### config.mk
export PLATFORM = sky130hd
export DESIGN_NAME = mpm_array
export DESIGN_NICKNAME = d
export VERILOG_FILES = /design/src/rtl/mpm_pkg.sv /design/src/rtl/mpm_booth_unit.sv /design/src/rtl/mpm_route.sv /design/src/rtl/mpm_ctrl.sv /design/src/rtl/mpm_combine.sv /design/src/rtl/mpm_array.sv
export SDC_FILE = /design/constraint.sdc
export NUM_CORES = 2
export LEC_CHECK = 0
export BUFFER_PORTS_ARGS = -buffer_cell sky130_fd_sc_hd__buf_2
export CORE_UTILIZATION = 55
export DETAILED_ROUTE_END_ITERATION = 8
export MAX_ROUTING_LAYER = met4
export PLACE_DENSITY = 0.73
export SETUP_SLACK_MARGIN = 0.05
export SYNTH_ARGS = -nofsm -noshare
export SYNTH_HDL_FRONTEND = slang
export SYNTH_SLANG_ARGS = --single-unit
export TNS_END_PERCENT = 5
### constraint.sdc
create_clock -name clk -period 21.1 [get_ports clk]
set_input_delay 4.22 -clock clk [delete_from_list [all_inputs] [get_ports clk]]
set_output_delay 4.22 -clock clk [all_outputs]
set_load 0.02 [all_outputs]
### src/rtl/mpm_pkg.sv
package mpm_pkg;

    // Precision code carried on the mode input
    typedef enum logic [1:0] {
        MD_BYTE = 2'b00,
        MD_HALF = 2'b01,
        MD_WORD = 2'b10,
        MD_RSV  = 2'b11
    } mode_e;

    // Sequencer for the two-pass word multiplication
    typedef enum logic [1:0] {
        ST_IDLE,
        ST_ISSUE2,
        ST_GATHER,
        ST_DELIVER
    } wstate_e;

    // Operand routing choice for the unit pool
    typedef enum logic [2:0] {
        RT_NONE,
        RT_BYTE,
        RT_HALF,
        RT_WORD0,
        RT_WORD1
    } route_e;

    // Register stages from operand sampling to product for byte and half lanes
    localparam int NARROW_LAT = 2;
    // Byte sub-products of a word product
    localparam int WORD_SUBS  = 16;

endpackage

### src/rtl/mpm_booth_unit.sv
module mpm_booth_unit #(
    parameter  int OPW = 10,
    localparam int PW  = 2 * OPW,
    localparam int ND  = OPW / 2
) (
    input  logic           clk,
    input  logic           rst_n,
    input  logic           en,
    input  logic [OPW-1:0] a_in,
    input  logic [OPW-1:0] b_in,
    output logic [PW-1:0]  prod_q
);

    logic [OPW-1:0] a_q, b_q;
    logic [OPW:0]   bx;
    logic [PW-1:0]  pp [ND];
    logic [PW-1:0]  a_x, a_2x, s_v, c_v, t_v, prod_d;

    // Operand registers only move when the unit is assigned work
    always_ff @(posedge clk or negedge rst_n) begin
        if (!rst_n) begin
            a_q <= '0;
            b_q <= '0;
        end else if (en) begin
            a_q <= a_in;
            b_q <= b_in;
        end
    end

    // Radix-4 digit selection
    always_comb begin
        a_x  = {{OPW{a_q[OPW-1]}}, a_q};
        a_2x = a_x << 1;
        bx   = {b_q, 1'b0};
        for (int d = 0; d < ND; d++) begin
            case (bx[2*d +: 3])
                3'b001, 3'b010: pp[d] = a_x << (2 * d);
                3'b011:         pp[d] = a_2x << (2 * d);
                3'b100:         pp[d] = (-a_2x) << (2 * d);
                3'b101, 3'b110: pp[d] = (-a_x) << (2 * d);
                default:        pp[d] = '0;
            endcase
        end
    end

    // Carry-save reduction followed by one carry-propagate add
    always_comb begin
        s_v = '0;
        c_v = '0;
        t_v = '0;
        for (int d = 0; d < ND; d++) begin
            t_v = s_v ^ c_v ^ pp[d];
            c_v = ((s_v & c_v) | (s_v & pp[d]) | (c_v & pp[d])) << 1;
            s_v = t_v;
        end
        prod_d = s_v + c_v;
    end

    always_ff @(posedge clk or negedge rst_n) begin
        if (!rst_n) prod_q <= '0;
        else        prod_q <= prod_d;
    end


    booth_prod_chk: assert property (@(posedge clk) disable iff (!rst_n)
        1'b1 |=> $signed(prod_q) == $signed($past(a_q)) * $signed($past(b_q)));

endmodule

### src/rtl/mpm_route.sv
module mpm_route
    import mpm_pkg::*;
#(
    parameter  int UW  = 8,
    parameter  int NU  = 9,
    localparam int OPW = UW + 2,
    localparam int AW  = NU * UW,
    localparam int WW  = 4 * UW
) (
    input  route_e            sel,
    input  logic [AW-1:0]     a_bus,
    input  logic [AW-1:0]     b_bus,
    input  logic [WW-1:0]     hold_a,
    input  logic [WW-1:0]     hold_b,
    output logic [NU*OPW-1:0] ua,
    output logic [NU*OPW-1:0] ub
);

    function automatic logic [OPW-1:0] xt(input logic [UW-1:0] v, input logic sgn);
        return {{(OPW-UW){sgn & v[UW-1]}}, v};
    endfunction

    for (genvar u = 0; u < NU; u++) begin : g_unit
        localparam int K  = u / 3;              // half lane served
        localparam int R  = u % 3;              // role within that lane
        localparam int I0 = u / 4;              // first-pass byte of a
        localparam int J0 = u % 4;              // first-pass byte of b
        localparam int P1 = u + NU;             // second-pass sub-product index
        localparam int I1 = (P1 / 4) % 4;
        localparam int J1 = P1 % 4;
        localparam bit HAS_P1 = (P1 < WORD_SUBS);

        logic [OPW-1:0] ah, al, bh, bl, oa, ob;

        always_comb begin
            ah = xt(a_bus[2*UW*K + UW +: UW], 1'b1);
            al = xt(a_bus[2*UW*K +: UW], 1'b0);
            bh = xt(b_bus[2*UW*K + UW +: UW], 1'b1);
            bl = xt(b_bus[2*UW*K +: UW], 1'b0);
            oa = '0;
            ob = '0;
            unique case (sel)
                RT_BYTE: begin
                    oa = xt(a_bus[UW*u +: UW], 1'b1);
                    ob = xt(b_bus[UW*u +: UW], 1'b1);
                end
                RT_HALF: begin
                    if (R == 0) begin
                        oa = ah;
                        ob = bh;
                    end else if (R == 1) begin
                        oa = al;
                        ob = bl;
                    end else begin
                        oa = ah - al;
                        ob = bh - bl;
                    end
                end
                RT_WORD0: begin
                    oa = xt(a_bus[UW*I0 +: UW], I0 == 3);
                    ob = xt(b_bus[UW*J0 +: UW], J0 == 3);
                end
                RT_WORD1: begin
                    if (HAS_P1) begin
                        oa = xt(hold_a[UW*I1 +: UW], I1 == 3);
                        ob = xt(hold_b[UW*J1 +: UW], J1 == 3);
                    end
                end
                default: ;
            endcase
        end

        assign ua[OPW*u +: OPW] = oa;
        assign ub[OPW*u +: OPW] = ob;
    end

endmodule

### src/rtl/mpm_ctrl.sv
module mpm_ctrl
    import mpm_pkg::*;
#(
    parameter  int UW   = 8,
    parameter  int NU   = 9,
    localparam int AW   = NU * UW,
    localparam int WW   = 4 * UW,
    localparam int NL16 = NU / 3,
    localparam int NW1  = WORD_SUBS - NU
) (
    input  logic          clk,
    input  logic          rst_n,
    input  mode_e         mode,
    input  logic [NU-1:0] in_valid,
    input  logic [AW-1:0] a_bus,
    input  logic [AW-1:0] b_bus,
    output logic [NU-1:0] unit_en,
    output route_e        sel,
    output logic [WW-1:0] hold_a,
    output logic [WW-1:0] hold_b,
    output logic          busy,
    output logic          acc_load,
    output logic          word_valid,
    output mode_e         s2_mode,
    output logic [NU-1:0] s2_vld
);

    localparam logic [NU-1:0] HALF_LANES = NU'((1 << NL16) - 1);
    localparam logic [NU-1:0] PASS1_UNITS = NU'((1 << NW1) - 1);

    wstate_e       st, nxt;
    mode_e         tag_mode, s1_mode;
    logic [NU-1:0] tag_vld, s1_vld;
    logic          take_word;

    always_ff @(posedge clk or negedge rst_n) begin
        if (!rst_n) st <= ST_IDLE;
        else        st <= nxt;
    end

    always_comb begin
        nxt        = st;
        unit_en    = '0;
        sel        = RT_NONE;
        busy       = 1'b0;
        acc_load   = 1'b0;
        word_valid = 1'b0;
        tag_mode   = MD_RSV;
        tag_vld    = '0;
        take_word  = 1'b0;
        unique case (st)
            ST_ISSUE2: begin
                busy    = 1'b1;
                unit_en = PASS1_UNITS;
                sel     = RT_WORD1;
                nxt     = ST_GATHER;
            end
            ST_GATHER: begin
                busy     = 1'b1;
                acc_load = 1'b1;
                nxt      = ST_DELIVER;
            end
            ST_IDLE, ST_DELIVER: begin
                word_valid = (st == ST_DELIVER);
                nxt        = ST_IDLE;
                unique case (mode)
                    MD_BYTE: begin
                        unit_en  = in_valid;
                        sel      = RT_BYTE;
                        tag_mode = MD_BYTE;
                        tag_vld  = in_valid;
                    end
                    MD_HALF: begin
                        for (int k = 0; k < NL16; k++)
                            unit_en[3*k +: 3] = {3{in_valid[k]}};
                        sel      = RT_HALF;
                        tag_mode = MD_HALF;
                        tag_vld  = in_valid & HALF_LANES;
                    end
                    MD_WORD: begin
                        if (in_valid[0]) begin
                            unit_en   = '1;
                            sel       = RT_WORD0;
                            take_word = 1'b1;
                            nxt       = ST_ISSUE2;
                        end
                    end
                    default: ;
                endcase
            end
            default: nxt = ST_IDLE;
        endcase
    end

    // Word operands kept for the second pass; lane tags follow the unit pipeline
    always_ff @(posedge clk or negedge rst_n) begin
        if (!rst_n) begin
            hold_a  <= '0;
            hold_b  <= '0;
            s1_mode <= MD_RSV;
            s1_vld  <= '0;
            s2_mode <= MD_RSV;
            s2_vld  <= '0;
        end else begin
            if (take_word) begin
                hold_a <= a_bus[WW-1:0];
                hold_b <= b_bus[WW-1:0];
            end
            s1_mode <= tag_mode;
            s1_vld  <= tag_vld;
            s2_mode <= s1_mode;
            s2_vld  <= s1_vld;
        end
    end


    busy_span_chk: assert property (@(posedge clk) disable iff (!rst_n)
        $rose(busy) |=> busy ##1 !busy);


    word_start_chk: assert property (@(posedge clk) disable iff (!rst_n)
        (!busy && mode == MD_WORD && in_valid[0]) |=> busy);


    rsv_quiet_chk: assert property (@(posedge clk) disable iff (!rst_n)
        (!busy && mode == MD_RSV) |=> ##1 (s2_vld == '0));

endmodule

### src/rtl/mpm_combine.sv
module mpm_combine
    import mpm_pkg::*;
#(
    parameter  int UW   = 8,
    parameter  int NU   = 9,
    localparam int OPW  = UW + 2,
    localparam int PW   = 2 * OPW,
    localparam int WW   = 4 * UW,
    localparam int PRW  = 2 * WW,
    localparam int PBW  = NU * 2 * UW,
    localparam int NL16 = NU / 3,
    localparam int NW1  = WORD_SUBS - NU
) (
    input  logic           clk,
    input  logic           rst_n,
    input  logic [NU*PW-1:0] prods,
    input  mode_e          s2_mode,
    input  logic [NU-1:0]  s2_vld,
    input  logic           acc_load,
    input  logic           word_valid,
    output logic [NU-1:0]  out_valid,
    output logic [PBW-1:0] p_bus
);

    function automatic logic [PRW-1:0] widen(input logic [PW-1:0] p, input int sh);
        logic [PRW-1:0] w;
        w = {{(PRW-PW){p[PW-1]}}, p};
        return w << sh;
    endfunction

    logic [PRW-1:0] sum0, sum1, acc, word_sum;
    logic [PRW-1:0] hres [NL16];

    // First-pass and second-pass sub-product sums, weighted by byte position
    always_comb begin
        sum0 = '0;
        for (int u = 0; u < NU; u++)
            sum0 = sum0 + widen(prods[PW*u +: PW], UW * ((u / 4) + (u % 4)));
        sum1 = '0;
        for (int u = 0; u < NW1; u++)
            sum1 = sum1 + widen(prods[PW*u +: PW], UW * (((u + NU) / 4) + ((u + NU) % 4)));
        word_sum = acc + sum1;
    end

    always_ff @(posedge clk or negedge rst_n) begin
        if (!rst_n)        acc <= '0;
        else if (acc_load) acc <= sum0;
    end

    // Half lanes: high, low and difference products give the cross term
    always_comb begin
        for (int k = 0; k < NL16; k++) begin
            hres[k] = widen(prods[PW*(3*k) +: PW], 2 * UW)
                    + ((widen(prods[PW*(3*k) +: PW], 0)
                      + widen(prods[PW*(3*k+1) +: PW], 0)
                      - widen(prods[PW*(3*k+2) +: PW], 0)) << UW)
                    + widen(prods[PW*(3*k+1) +: PW], 0);
        end
    end

    always_comb begin
        out_valid = '0;
        p_bus     = '0;
        if (word_valid) begin
            out_valid[0]    = 1'b1;
            p_bus[PRW-1:0]  = word_sum;
        end else if (s2_mode == MD_BYTE) begin
            for (int u = 0; u < NU; u++) begin
                if (s2_vld[u]) begin
                    out_valid[u]           = 1'b1;
                    p_bus[2*UW*u +: 2*UW]  = prods[PW*u +: 2*UW];
                end
            end
        end else if (s2_mode == MD_HALF) begin
            for (int k = 0; k < NL16; k++) begin
                if (s2_vld[k]) begin
                    out_valid[k]       = 1'b1;
                    p_bus[WW*k +: WW]  = hres[k][WW-1:0];
                end
            end
        end
    end

endmodule

### src/rtl/mpm_array.sv
module mpm_array
    import mpm_pkg::*;
#(
    parameter  int UNIT_W = 8,
    localparam int NU     = 9,
    localparam int OPW    = UNIT_W + 2,
    localparam int PW     = 2 * OPW,
    localparam int AW     = NU * UNIT_W,
    localparam int WW     = 4 * UNIT_W,
    localparam int PBW    = NU * 2 * UNIT_W
) (
    input  logic           clk,
    input  logic           rst_n,
    input  logic [1:0]     mode,
    input  logic [NU-1:0]  in_valid,
    input  logic [AW-1:0]  a_bus,
    input  logic [AW-1:0]  b_bus,
    output logic           busy,
    output logic [NU-1:0]  out_valid,
    output logic [PBW-1:0] p_bus
);

    logic [NU-1:0]     unit_en;
    route_e            sel;
    logic [WW-1:0]     hold_a, hold_b;
    logic              acc_load, word_valid;
    mode_e             s2_mode;
    logic [NU-1:0]     s2_vld;
    logic [NU*OPW-1:0] ua, ub;
    logic [NU*PW-1:0]  prods;

    mpm_ctrl #(.UW(UNIT_W), .NU(NU)) u_ctrl (
        .clk        (clk),
        .rst_n      (rst_n),
        .mode       (mode_e'(mode)),
        .in_valid   (in_valid),
        .a_bus      (a_bus),
        .b_bus      (b_bus),
        .unit_en    (unit_en),
        .sel        (sel),
        .hold_a     (hold_a),
        .hold_b     (hold_b),
        .busy       (busy),
        .acc_load   (acc_load),
        .word_valid (word_valid),
        .s2_mode    (s2_mode),
        .s2_vld     (s2_vld)
    );

    mpm_route #(.UW(UNIT_W), .NU(NU)) u_route (
        .sel    (sel),
        .a_bus  (a_bus),
        .b_bus  (b_bus),
        .hold_a (hold_a),
        .hold_b (hold_b),
        .ua     (ua),
        .ub     (ub)
    );

    for (genvar u = 0; u < NU; u++) begin : g_pool
        mpm_booth_unit #(.OPW(OPW)) u_unit (
            .clk    (clk),
            .rst_n  (rst_n),
            .en     (unit_en[u]),
            .a_in   (ua[OPW*u +: OPW]),
            .b_in   (ub[OPW*u +: OPW]),
            .prod_q (prods[PW*u +: PW])
        );
    end

    mpm_combine #(.UW(UNIT_W), .NU(NU)) u_combine (
        .clk        (clk),
        .rst_n      (rst_n),
        .prods      (prods),
        .s2_mode    (s2_mode),
        .s2_vld     (s2_vld),
        .acc_load   (acc_load),
        .word_valid (word_valid),
        .out_valid  (out_valid),
        .p_bus      (p_bus)
    );


    word_result_chk: assert property (@(posedge clk) disable iff (!rst_n)
        $fell(busy) |-> out_valid == NU'(1));


    lane_quiet_chk: assert property (@(posedge clk) disable iff (!rst_n)
        (!busy && mode == 2'b00 && !in_valid[NU-1]) |=> ##1 !out_valid[NU-1]);

endmodule

==> summary.md <==
| Metric | Value |
|---|---|
| Outcome | finished, violations left |
| Failing checks | design-rule violations |
| Vias | 77300 |
| Placement-stage cell area | 83500 um^2 |
| Async SR Flop Fraction | 100% |
| Cell Count Post-Placement | 11800 |
| Most common cell after layout, fill and taps aside | inv_1 |
| Fin worst setup slack | 8.07 ns |
| CP Capture Point | p_bus[60] |
| Reg-to-reg critical path endpoint | u_combine.acc[61] |
| Worst slew pin tran | 1.22 ns |
| Share of cells above drive strength 1 | 7.14% |
| Clk pin slew, worst setup/hold paths | 0.06 ns |
| Routed len/inst | 27.1 um |
| Final Max Slew Viols | 0 |
| Unrepaired setup endpoints after global routing | false |
| Initial Util | 55.4% |
| Slew margin rel. | between 10% and 20% |
| Maxcap violations | 0 |
| Core area | ~150000 um^2 |
| Row count | 140 |
| Final Cycle Share | between 60% and 70% |
| Most frequent cells in the layout | inv_1 (1423), nand2_1 (906), a21oi_1 (846) |
| Post-CTS Setup Bufs | 0 |
| Final setup violation count | 0 |
| H-Tree Depth | 2 |
| Post-synth top flop | dfrtp_1 |
| Slowest stage delay, CP | 1.10 ns |
| FMAX | between 0.07 and 0.08 GHz |
| Avg Inst Size Synth | 8.04 um^2 |
| R2R Setup Slk | about 12 ns |
| Final WL | 324 mm |
| Die W | 385 um |
| CP Class | flop to output port |
| Seq cells post-synth | 484 |
| Crit path buffers/inverters | 2 |
| Final HPWL DP | 262 mm |
| WP data required | about 17 ns |
| CTS tree | built |
| Clk Latency, worst-skew pair | 0.71 ns |
| Arrival time at the worst endpoint | between 8 and 9 ns |
| First-pass GRT wire length | approximately 470 mm |
| Layout area overhead | 6.31% |
| DR pass1 iterations | 9 |
| Delay-heaviest family, CP | adder cells |
| CTS Sinks | 484 |
| Synth cell types | 95 |
| All-Layer GR Usage | 44.1% |
| Clock skew | approximately 0.026 ns |
| Number of flops mapped to enable cells by yosys | 0 |
| Pin count of the biggest net entering global routing | 86 |
| Post-cts resize count | 0 |
| Die area | approximately 150000 um^2 |
| Dpl ws | 8.99 ns |
| Num CTS Buffers | 61 |
| Worst path depth | 24 |
| Worst hold-check path type | flop to flop |
| Critical path launch point type | flop |
| GP Congestion | ~1.1 |
| GRT overflow | 0 |
| Vias in the first global route | 72400 |
| Initial antenna violation count | 24 |
| R2R depth | 28 |
| Design area | 85800 um^2 |
| CP Max Fanout | 17 |
| Post-Synthesis Cells | 10000 |
| Slowest cell on crit path | dfrtp_1 |
| CP Cell Sequence | fa_1 > ha_1 > a21o_1 > nor3b_1 > a21oi_1 > a21o_1 > a21o_1 > a21o_1 > a21oi_1 > xnor2_1 > fa_1 > fa_1 > fa_1 > inv_1 > ha_1 > nand3_1 > or3_1 > o31ai_1 > nor4b_1 > or3_1 > and3_1 > or4_1 > nand3_1 > buf_2 |
| Routed Antenna Nets | 0 |
| DR iter-0 viols | 10600 |
| Vias per cell | roughly 6.5 |
| # DRC | 7 |
| Root buffer cell | clkbuf_16 |
| Max Root-Sink Buffers | 3 |
| Register area share after synthesis | between 15 and 20% |
| Yosys warns | 0 |
| Mapped Area | 80700 um^2 |
| Chip height | 385 um |
| Final Hold Viols | 0 |
| CTS Hold Bufs | 0 |
| Minimum clock period | approximately 13 ns |
| Final nets | 11600 |
| Layout Cells excl Fill | 12000 |
| Worst r2r src | g_pool[1].u_unit.prod_q[1] |
| Synth Net Count | 11700 |
| Crit path from | g_pool[0].u_unit.prod_q[19] |
| CP Capture Type | output port |
| I/O pin count | 311 |
| TNS Setup | 0 ns |
| Port bufs | between 300 and 400 |
-- worst min path at each step --
stage                startpoint          endpoint  slack (ns)  depth (start not counted)
6_report       u_ctrl.s1_vld[4]  u_ctrl.s2_vld[4]        0.35                          0
5_1_grt        u_ctrl.s1_vld[3]  u_ctrl.s2_vld[3]        0.35                          0
4_1_cts        u_ctrl.s1_vld[4]  u_ctrl.s2_vld[4]        0.35                          0
3_5_place_dp   u_ctrl.s1_vld[4]  u_ctrl.s2_vld[4]        0.34                          0
3_3_place_gp   u_ctrl.s1_vld[3]  u_ctrl.s2_vld[3]        0.33                          0
2_1_floorplan  u_ctrl.s1_vld[0]  u_ctrl.s2_vld[0]        0.33                          0
-- registers in the layout, indices dropped and copies added (netlist names) --
name                  flops
g_pool.u_unit.prod_q    180
u_ctrl.st                 2
u_ctrl.s1_vld             9
g_pool.u_unit.b_q        84
u_ctrl.hold_a            16
u_ctrl.s2_mode            2
u_combine.acc            64
u_ctrl.s2_vld             9
u_ctrl.s1_mode            2
u_ctrl.hold_b            32
g_pool.u_unit.a_q        84
-- stage by stage --
step / hold WS [ns] / util (%)
after floorplan: 0.331 / -
after global placement: 0.331 / 57.4
after detailed placement: 0.336 / 57.4
after CTS: 0.351 / 58.9
after global routing: 0.354 / 58.9
final: 0.349 / 58.9
-- synthesized netlist by cell type (all sizes together), types with 64 or more instances --
cell	number	area, um^2
fa	742	14900
o22ai	100	626
nand2	907	3410
nand2b	70	438
xnor2	439	3840
and3	91	569
o21bai	89	668
o21ai	753	3780
nor3	101	527
nor2b	75	469
mux2	64	721
nand3	90	460
clkbuf	494	1850
ha	774	9680
xor2	196	1720
o211ai	67	503
a21o	205	1540
a222oi	80	801
inv	1426	5350
nor2	672	2530
dfrtp	480	12000
a221oi	181	1620
a22oi	116	871
buf	92	402
a31oi	82	513
mux2i	88	881
and2	79	494
a21oi	851	4270
-- per-layer routing --
layer | part of all wire, % | vias to the layer above | wire [um] | global-route usage (%)
met5 | 0 | - | 0 | -
met4 | 6.1 | 0 | 19600 | 21.8
met3 | 12 | 817 | 38100 | 9.35
met1 | 40 | 37500 | 129000 | 58.8
li1 | - | 34200 | - | -
met2 | 42 | 4718 | 137000 | 63.3
-- logic make-up (layout without fill, tap and decap cells) --
| logic type | after synthesis | after routing | share of synthesized area, % |
|---|---|---|---|
| AND/OR/NAND/NOR | 2223 | 2223 | 12.3 |
| multiplexers | 152 | 152 | 1.98 |
| XOR/XNOR | 636 | 636 | 6.92 |
| other | 0 | 20 | 0 |
| buffers and inverters | 2030 | 2007 | 9.51 |
| flip-flops | 484 | 484 | 15.0 |
| AO/OA/AOI/OAI | 2996 | 2996 | 23.9 |
| adder cells (fa/ha/maj) | 1516 | 1516 | 30.4 |
-- area by class of cell --
class / instances / area (um^2)
clock buffers: 74 / 1660
flip-flops and latches: 484 / 12100
multi-input cells: 7523 / 61000
well taps: 1917 / 2400
fillers: 13400 / 59800
diodes: 20 / 50.0
repair buffers: 448 / 2600
clock inverters: 41 / 562
inverters: 1444 / 5420
Power is left out: the tool's default activity adds up to more than one toggle a clock period on the data nets, which glitch-free logic cannot reach.
